==> src/rtl/dacRegPkg.sv <==
package dacRegPkg;

  typedef enum logic [1:0] {
    SEL_DAC0 = 2'd0,
    SEL_DAC1 = 2'd1,
    SEL_CTRL = 2'd2,
    SEL_NONE = 2'd3
  } regSel_e;

  // Strobes from the control side to the datapath
  typedef struct packed {
    logic initLoad;  // copy persistent -> working this cycle
    logic initBusy;  // load window active
    logic wrVol;     // accepted working-register write
    logic wrNv;      // accepted persistent-register write
    logic muteAll;   // synchronized mute pin
  } ctrlStrobe_t;

endpackage

==> src/rtl/dacRegCtrl.sv <==
module dacRegCtrl
  import dacRegPkg::*;
#(
  parameter int INIT_CYCLES = 50000,
  parameter int SYNC_STAGES = 2
) (
  input  logic        clk,
  input  logic        rst_n,
  input  logic        wrEn,
  input  logic        wrNv,
  input  logic        muteIn,
  output ctrlStrobe_t strb
);

  localparam int CNT_W = $clog2(INIT_CYCLES + 1);
  localparam logic [CNT_W-1:0] CNT_START = CNT_W'(INIT_CYCLES);

  logic [CNT_W-1:0] initCnt;
  logic [SYNC_STAGES-1:0] muteSync;
  logic busy;

  assign busy = (initCnt != '0);

  always_ff @(posedge clk or negedge rst_n) begin
    if (!rst_n) begin
      initCnt <= CNT_START;
    end else if (busy) begin
      initCnt <= initCnt - 1'b1;
    end
  end

  always_ff @(posedge clk or negedge rst_n) begin
    if (!rst_n) begin
      muteSync <= '0;
    end else begin
      muteSync <= {muteSync[SYNC_STAGES-2:0], muteIn};
    end
  end

  always_comb begin
    strb.initLoad = (initCnt == CNT_START);
    strb.initBusy = busy;
    strb.wrVol    = wrEn && !wrNv && !busy;
    strb.wrNv     = wrEn &&  wrNv && !busy;
    strb.muteAll  = muteSync[SYNC_STAGES-1];
  end

endmodule

==> src/rtl/dacRegData.sv <==
module dacRegData
  import dacRegPkg::*;
#(
  parameter int DATA_W = 8,
  parameter int CH_N   = 2
) (
  input  logic                          clk,
  input  logic                          factoryRst_n,
  input  logic                          rst_n,
  input  ctrlStrobe_t                   strb,
  input  regSel_e                       wrSel,
  input  logic [DATA_W-1:0]             wrData,
  input  regSel_e                       rdSel,
  input  logic                          rdNv,
  output logic [DATA_W-1:0]             rdData,
  output logic [CH_N-1:0][DATA_W-1:0]   code,
  output logic [CH_N-1:0]               oe
);

  localparam int CTRL_W = 2 * CH_N;

  logic [CH_N-1:0][DATA_W-1:0] nvDac;
  logic [CH_N-1:0][DATA_W-1:0] volDac;
  logic [CTRL_W-1:0]           nvCtrl;
  logic [CTRL_W-1:0]           volCtrl;

  always_ff @(posedge clk or negedge factoryRst_n) begin
    if (!factoryRst_n) begin
      nvCtrl <= '0;
    end else if (strb.wrNv && wrSel == SEL_CTRL) begin
      nvCtrl <= wrData[CTRL_W-1:0];
    end
  end

  always_ff @(posedge clk or negedge rst_n) begin
    if (!rst_n) begin
      volCtrl <= '0;
    end else if (strb.initLoad) begin
      volCtrl <= nvCtrl;
    end else if (strb.wrVol && wrSel == SEL_CTRL) begin
      volCtrl <= wrData[CTRL_W-1:0];
    end
  end

  for (genvar ch = 0; ch < CH_N; ch++) begin : gChan
    logic isSel;
    logic muted;
    logic pwrDown;

    assign isSel = (wrSel == regSel_e'(ch));

    always_ff @(posedge clk or negedge factoryRst_n) begin
      if (!factoryRst_n) begin
        nvDac[ch] <= '0;
      end else if (strb.wrNv && isSel) begin
        nvDac[ch] <= wrData;
      end
    end

    always_ff @(posedge clk or negedge rst_n) begin
      if (!rst_n) begin
        volDac[ch] <= '0;
      end else if (strb.initLoad) begin
        volDac[ch] <= nvDac[ch];
      end else if (strb.wrVol && isSel) begin
        volDac[ch] <= wrData;
      end
    end

    assign muted   = strb.initBusy || strb.muteAll || volCtrl[ch];
    assign pwrDown = !strb.initBusy && volCtrl[CH_N + ch];
    assign code[ch] = (muted || pwrDown) ? '0 : volDac[ch];
    assign oe[ch]   = !pwrDown;
  end

  always_comb begin
    rdData = '0;
    if (!strb.initBusy) begin
      unique case (rdSel)
        SEL_DAC0: rdData = rdNv ? nvDac[0] : volDac[0];
        SEL_DAC1: rdData = rdNv ? nvDac[1] : volDac[1];
        SEL_CTRL: rdData = DATA_W'(rdNv ? nvCtrl : volCtrl);
        default:  rdData = '0;
      endcase
    end
  end

endmodule

==> src/rtl/dacRegBank.sv <==
module dacRegBank
  import dacRegPkg::*;
#(
  parameter int CLK_HZ  = 100_000_000,
  parameter int INIT_US = 500,
  parameter int DATA_W  = 8
) (
  input  logic              clk,
  input  logic              factoryRst_n,
  input  logic              rst_n,
  input  logic              wrEn,
  input  logic              wrNv,
  input  logic [1:0]        wrSel,
  input  logic [DATA_W-1:0] wrData,
  input  logic [1:0]        rdSel,
  input  logic              rdNv,
  output logic [DATA_W-1:0] rdData,
  input  logic              muteIn,
  output logic [DATA_W-1:0] dacCode0,
  output logic [DATA_W-1:0] dacCode1,
  output logic [1:0]        dacOe
);

  localparam int CH_N        = 2;
  localparam int INIT_CYCLES = (CLK_HZ / 1_000_000) * INIT_US;

  ctrlStrobe_t strb;
  logic [CH_N-1:0][DATA_W-1:0] codeBus;

  dacRegCtrl #(
    .INIT_CYCLES (INIT_CYCLES),
    .SYNC_STAGES (2)
  ) ctrl_i (
    .clk    (clk),
    .rst_n  (rst_n),
    .wrEn   (wrEn),
    .wrNv   (wrNv),
    .muteIn (muteIn),
    .strb   (strb)
  );

  dacRegData #(
    .DATA_W (DATA_W),
    .CH_N   (CH_N)
  ) data_i (
    .clk          (clk),
    .factoryRst_n (factoryRst_n),
    .rst_n        (rst_n),
    .strb         (strb),
    .wrSel        (regSel_e'(wrSel)),
    .wrData       (wrData),
    .rdSel        (regSel_e'(rdSel)),
    .rdNv         (rdNv),
    .rdData       (rdData),
    .code         (codeBus),
    .oe           (dacOe)
  );

  assign dacCode0 = codeBus[0];
  assign dacCode1 = codeBus[1];

endmodule

==> config.mk <==
export PLATFORM = sky130hd
export DESIGN_NAME = dacRegBank
export DESIGN_NICKNAME = d
export VERILOG_FILES = /design/src/rtl/dacRegPkg.sv /design/src/rtl/dacRegCtrl.sv /design/src/rtl/dacRegData.sv /design/src/rtl/dacRegBank.sv
export SDC_FILE = /design/constraint.sdc
export NUM_CORES = 1
export LEC_CHECK = 0
export CAP_MARGIN = 30
export CORE_MARGIN = 10
export CORE_UTILIZATION = 30
export CTS_CLUSTER_DIAMETER = 40
export DETAILED_ROUTE_END_ITERATION = 16
export PLACE_DENSITY = 0.58
export REMOVE_ABC_BUFFERS = 1
export SYNTH_ARGS = -nofsm -noshare
export SYNTH_HDL_FRONTEND = slang
export SYNTH_SLANG_ARGS = --single-unit
export TNS_END_PERCENT = 1
==> constraint.sdc <==
create_clock -name clk -period 3.85 [get_ports clk]
set_clock_uncertainty 0.1 [all_clocks]
set_input_delay 0.5775 -clock clk [delete_from_list [all_inputs] [get_ports clk]]
set_output_delay 0.5775 -clock clk [all_outputs]
set_load 0.02 [all_outputs]
==> results of run 1 <==
==> per-layer routing <==
metal	wire, µm	vias up
li1	-	1304
met1	4230	1357
met2	4780	68
met3	548	11
met4	144	0
met5	0	-
==> stage by stage <==
step	utilization	hold WS (ns)	power, mW	setup WS, ns
2_1_floorplan	-	0.182	0.961	0.487
5_1_grt	0.400	0.288	1.87	0.0944
3_5_place_dp	0.375	0.250	1.15	0.460
3_3_place_gp	0.375	0.248	1.14	0.512
6_report	0.400	0.259	1.78	0.313
4_1_cts	0.396	0.271	1.79	0.0498
==> flip-flops by register name, summed over array words and instances, names as in the netlist <==
signal           cells
ctrl_i.initCnt      16
data_i.nvCtrl        4
ctrl_i.muteSync      2
data_i.volCtrl       4
data_i.volDac       16
data_i.nvDac        16
==> final cells by class <==
class,instances,area [µm²],area share
Multi-Input combinational cell,240,1710,0.410
Sequential cell,58,1460,0.351
Timing Repair Buffer,62,591,0.142
Tap cell,136,170,0.0409
Clock buffer,13,159,0.0382
Clock inverter,2,60.1,0.0144
Inverter,4,15.0,0.00361
==> power groups by stage <==
stage	logic [mW]	registers (mW)	clock network, mW
3_5_place_dp	0.369	0.781	0
6_report	0.369	0.772	0.640
5_1_grt	0.405	0.783	0.682
3_3_place_gp	0.365	0.778	0
2_1_floorplan	0.209	0.752	0
4_1_cts	0.371	0.770	0.654
==> worst register-to-register path, delay by kind of cell (launching register included) <==
kind                     cells  cell delay (ns)
AND/OR/NAND/NOR              3             1.26
multiplexers                 1             0.40
flip-flops                   1             0.37
adder cells (fa/ha/maj)      1             0.20
buffers and inverters        1             0.08
==> cell usage after synthesis, types with 3 or more instances <==
cell type   n
dfrtp_1    52
nor2_1     33
a21oi_1    23
mux2_2     20
o21ai_0    20
a31oi_1    19
and2_1     16
clkbuf_1   13
nor2b_1    11
mux2i_1    10
a211oi_1    8
nor4_1      8
xor2_1      7
dfstp_2     6
nand3_1     6
nor3b_1     6
nand2_1     5
nand4_1     5
inv_1       4
mux4_2      4
xnor2_1     4
nor3_1      3
nor4_2      3
or3_1       3
or4_4       3
==> how the worst min path moves through the flow <==
stage                                  start                  to  slack [ns]  cells after the start
after detailed placement  ctrl_i.muteSync[0]  ctrl_i.muteSync[1]        0.25                      0
after global placement    ctrl_i.muteSync[0]  ctrl_i.muteSync[1]        0.25                      0
after floorplan                        rst_n   ctrl_i.initCnt[0]        0.18                      0
after CTS                              rst_n   ctrl_i.initCnt[0]        0.27                      1
final                                  rst_n   ctrl_i.initCnt[0]        0.26                      1
after global routing      ctrl_i.muteSync[0]  ctrl_i.muteSync[1]        0.29                      0
==> layout by cell type (no fill, tap or decap), types with 2 or more instances in the layout <==
cell type | Yosys | layout
and2_1 | 16 | 16
dfstp_2 | 6 | 6
nand3_2 | 2 | 2
or3_1 | 3 | 3
xor2_1 | 7 | 7
and4_1 | 2 | 2
nand2b_1 | 2 | 2
nor2b_1 | 11 | 11
nor4_4 | 2 | 3
bufinv_16 | 0 | 2
nand4_1 | 5 | 5
o21ai_0 | 20 | 20
nand3_1 | 6 | 6
nor3_1 | 3 | 3
or4_4 | 3 | 3
dfrtp_1 | 52 | 52
a21o_1 | 2 | 2
a211oi_1 | 8 | 8
mux4_2 | 4 | 4
clkbuf_1 | 13 | 2
a21oi_1 | 23 | 23
nor4_1 | 8 | 8
nor2_1 | 33 | 33
clkbuf_8 | 0 | 11
a31oi_1 | 19 | 19
clkdlybuf4s50_1 | 0 | 43
mux2i_1 | 10 | 10
nor4_2 | 3 | 2
nor3b_1 | 6 | 6
or2_2 | 2 | 2
inv_1 | 4 | 4
nand2_1 | 5 | 5
buf_4 | 0 | 17
xnor2_1 | 4 | 4
mux2_2 | 20 | 20
==> kinds of logic (layout without fill, tap and decap cells) <==
kind of cell	count (synthesis)	count (layout)	share of synthesized area
flip-flops	58	58	0.449
buffers and inverters	21	81	0.0270
XOR/XNOR	11	11	0.0297
multiplexers	34	34	0.128
adder cells (fa/ha/maj)	1	1	0.00385
AO/OA/AOI/OAI	77	77	0.139
AND/OR/NAND/NOR	117	117	0.223
==> results.json, run 1 <==
{
  "diodes": 0,
  "ios": 45,
  "critical_path_class": "reg -> out",
  "power.switching_mw": 0.493,
  "post_route_cells_drive_above_1_share": 0.195,
  "fp.dieW_um": 124,
  "cp-end-kind": "output port",
  "dr.pass1.iters": 4,
  "crit_cells": 8,
  "port_buffers": 44,
  "cts_tree": "yes",
  "endpoint": "rdData[0]",
  "cts_buffers": 9,
  "async_flop_share": 1.00,
  "syn_area_mm2": 0.00325,
  "rows": 37,
  "core_mm2": 0.0104,
  "htreeDepth": 3,
  "worst-path-buf-inv": 3,
  "grtUsageTotal": 0.133,
  "dp_hpwl_mm": 6.82,
  "routedWlPerCell_um": 18.9,
  "cts-root-buf": "clkbuf_8",
  "status": "completed",
  "busiest_layer": "met2",
  "p_int_mw": 1.29,
  "drv_slew": 0,
  "max_freq_mhz": 283,
  "peakVddDrop_v": 0.000337,
  "clk_pin_slew_worst_paths_ns": 0.07,
  "crit_slowest_cell": "clkdlybuf4s50_1",
  "postSynthCellCount": 319,
  "place_area_mm2": 0.00391,
  "reg2reg_to": "data_i.nvDac[10]",
  "yosys_warnings": 0,
  "use_met1": 0.167,
  "antenna_found_initial": 0,
  "synthTopCellsByArea": "dfrtp_1, mux2_2, dfstp_2",
  "fillerInstances": 1061,
  "met2_usage": 0.211,
  "reg2reg_depth": 6,
  "yosys.area.top_type_share": 0.401,
  "r2r_start": "ctrl_i.initCnt[0]",
  "max_slew_margin": 0.395,
  "worst_ep_required_time_ns": 3.17,
  "critPathLaunch": "ctrl_i.initCnt[0]",
  "grt_pass1_vias": 2847,
  "leakage_nw": 1.76,
  "drt_iter0_markers": 256,
  "cts_resized": 0,
  "gp_congestion": 0.885,
  "syn_avg_cell_area_um2": 10.2,
  "route.vias.total": 2740,
  "ctsHoldBuffers": 0,
  "period_share": 0.919,
  "min_path_type": "in -> async",
  "die_area_mm2": 0.0154,
  "synth.distinct_cells": 45,
  "fin_crit_ns": 3.54,
  "ys_ff_latch": 58,
  "synth_area_leader_cell": "dfrtp_1",
  "grt_max_degree": 39,
  "start_util": 0.312,
  "grt_pass1_wl_mm": 15.7,
  "arrival_ns": 2.86,
  "insertion_delay_ns": 0.35,
  "crit_chain": "inv_1, ha_1, nor3b_1, buf_4, nand4_1, a21o_1, a211oi_1, clkdlybuf4s50_1",
  "power.share.combinational": 0.207,
  "cap_violations": 0,
  "use_met3": 0.0421,
  "clockBufferDepth": 2,
  "stdcell_count": 515,
  "synth_flop_cell": "dfrtp_1",
  "crit_family": "buffers and inverters",
  "yosysSeqAreaShare": 0.449,
  "numClockSinks": 58,
  "overflow": 0,
  "power_frac_seq": 0.433,
  "cp_slowest_stage_delay_ns": 0.67,
  "worstMarginPinSlew_ns": 0.907,
  "via_per_inst": 5.32,
  "drtAntennaViolNets": 0,
  "nets": 395,
  "rsz0062_at_grt": "false",
  "setup_violations": 0,
  "p_sw_frac": 0.277,
  "finalSetupTns_ns": 0,
  "hold_violations": 0,
  "dieHeight_um": 124,
  "finalInstanceArea_mm2": 0.00416,
  "routed_wl_mm": 9.71,
  "synth_enable_flop_cells": 0,
  "place_inst": 499,
  "drc": 0,
  "post_cts_buffers": 0,
  "crit_path_start_kind": "flip-flop",
  "reg2reg_slack_ns": 1.32,
  "p_clk_frac": 0.359,
  "area_growth_pct": 28.2,
  "critPathMaxFanout": 11,
  "powerDensity_mw_per_mm2": 428
}
Note: power is estimated with default switching activity, not from simulation.
==> run 2, diff against run 1 <==
--- a/config.mk
+++ b/config.mk
@@ -5,7 +5,8 @@
 export SDC_FILE = /design/constraint.sdc
 export NUM_CORES = 1
 export LEC_CHECK = 0
-export CAP_MARGIN = 30
+export CAP_MARGIN = 20
+export CORE_ASPECT_RATIO = 1.2
 export CORE_MARGIN = 10
 export CORE_UTILIZATION = 30
 export CTS_CLUSTER_DIAMETER = 40
==> run 2 against run 1 <==
Flip-flop and latch count is the same. Fmax shrank 0.50%. Utilization grew 0.26 points. Register-to-register slack is essentially flat. Total power grew 16%.
==> results.json, run 2 (synthesized netlist as in run 1, its figures left out) <==
{
  "status": "completed",
  "core_mm2": 0.0106,
  "nets": 393,
  "area_growth_pct": 30.9,
  "port_buffers": 44,
  "routedWlPerCell_um": 19.0,
  "via_per_inst": 5.42,
  "setup_violations": 0,
  "clockBufferDepth": 2,
  "finalSetupTns_ns": 0,
  "r2r_start": "ctrl_i.initCnt[0]",
  "reg2reg_to": "data_i.nvDac[13]",
  "reg2reg_depth": 6,
  "rsz0062_at_grt": "false",
  "drt_iter0_markers": 236,
  "dp_hpwl_mm": 6.87,
  "gp_congestion": 0.827,
  "diodes": 0,
  "numClockSinks": 58,
  "clk_pin_slew_worst_paths_ns": 0.05,
  "layout_commonest_cell": "dfrtp_1",
  "rows": 41,
  "critical_path_class": "reg -> out",
  "reg2reg_slack_ns": 1.31,
  "dr.pass1.iters": 4,
  "fillerInstances": 1052,
  "place_inst": 490,
  "die_area_mm2": 0.0154,
  "drv_slew": 0,
  "cap_violations": 0,
  "drc": 0,
  "ios": 45,
  "fin_util": 0.402,
  "cts_resized": 0,
  "max_freq_mhz": 281,
  "grtUsageTotal": 0.129,
  "stdcell_count": 507,
  "cts_buffers": 9,
  "antenna_found_initial": 0,
  "post_route_cells_drive_above_1_share": 0.198,
  "hold_violations": 0,
  "worstMarginPinSlew_ns": 0.960,
  "peakVddDrop_v": 0.000239,
  "largestRegisters": "ctrl_i.initCnt (16), data_i.nvDac (16), data_i.volDac (16)",
  "powerDensity_mw_per_mm2": 488,
  "cts_tree": "yes",
  "cp-end-kind": "output port",
  "cts-root-buf": "clkbuf_16",
  "ctsHoldBuffers": 0,
  "arrival_ns": 2.88,
  "overflow": 0,
  "worst_ep_required_time_ns": 3.17,
  "start_util": 0.307,
  "fin_crit_ns": 3.55,
  "drtAntennaViolNets": 0,
  "insertion_delay_ns": 0.33,
  "grt_max_degree": 39,
  "fp.dieW_um": 115,
  "max_slew_margin": 0.358,
  "endpoint": "dacCode0[7]",
  "min_path_type": "reg -> reg",
  "crit_path_start_kind": "flip-flop",
  "period_share": 0.923,
  "grt_pass1_wl_mm": 15.6,
  "leakage_nw": 1.81,
  "route.vias.total": 2747,
  "post_cts_buffers": 0,
  "grt_pass1_vias": 2852,
  "critPathLaunch": "ctrl_i.initCnt[5]",
  "p_total_mw": 2.07,
  "layout_common_cells": "dfrtp_1, clkdlybuf4s50_1, nor2_1",
  "critPathMaxFanout": 6,
  "dieHeight_um": 134,
  "htreeDepth": 3,
  "routed_wl_mm": 9.64
}
[run 2: cell types whose count changed in the layout (fill, tap and decap cells not counted)]
cell,previous run,this run
clkbuf_8,11,1
clkbuf_16,0,9
buf_4,17,15
clkbuf_1,2,0
buf_16,1,0
buf_8,0,1
bufinv_16,2,3
clkinv_2,0,1
clkinv_4,0,1
inv_6,0,1
nor4_2,2,3
nor4_4,3,2
[run 2: power breakdown]
part / internal [mW] / switching (mW)
clock network: 0.651 / 0.289
registers: 0.698 / 0.0723
logic: 0.188 / 0.175
total: 1.54 / 0.536
[run 2: worst min-delay path by stage]
stage	start	endpoint	slack, ns	cells after the start
after floorplan	rst_n	ctrl_i.initCnt[0]	0.18	0
after global placement	ctrl_i.muteSync[0]	ctrl_i.muteSync[1]	0.24	0
after detailed placement	ctrl_i.muteSync[0]	ctrl_i.muteSync[1]	0.24	0
after CTS	ctrl_i.muteSync[0]	ctrl_i.muteSync[1]	0.26	0
after global routing	ctrl_i.muteSync[0]	ctrl_i.muteSync[1]	0.27	0
final	ctrl_i.muteSync[0]	ctrl_i.muteSync[1]	0.26	0
[run 2: area by class of cell]
| class | count | area (µm²) | share of cell area |
|---|---|---|---|
| clock inverters | 6 | 113 | 0.0265 |
| multi-input cells | 240 | 1700 | 0.400 |
| repair buffers | 60 | 563 | 0.133 |
| clock buffers | 10 | 239 | 0.0562 |
| well taps | 129 | 161 | 0.0380 |
| inverters | 4 | 15.0 | 0.00353 |
| flip-flops and latches | 58 | 1460 | 0.343 |
[run 2: stage by stage]
stage                     hold WS, ns  instance area [µm²]  worst slack (ns)
final                           0.262                 4250             0.296
after global routing            0.267                 4250            0.0913
after global placement          0.245                 3880             0.433
after floorplan                 0.182                 3170             0.487
after CTS                       0.265                 4230             0.264
after detailed placement        0.244                 3880             0.422
[run 2: critical path, stage by stage (launching register included)]
cell and delay [ns]:
dfrtp_1 0.45, nor4_1 0.34, buf_4 0.20, nand4_1 0.18, nor4_2 0.38, buf_4 0.24
and2_1 0.15, clkdlybuf4s50_1 0.61
[run 2: routing by layer]
metal	up-vias	GRT usage	wire length [µm]
li1	1286	-	-
met1	1381	0.150	3950
met2	71	0.223	5060
met3	9	0.0326	532
met4	0	0.0406	99
met5	-	0	0
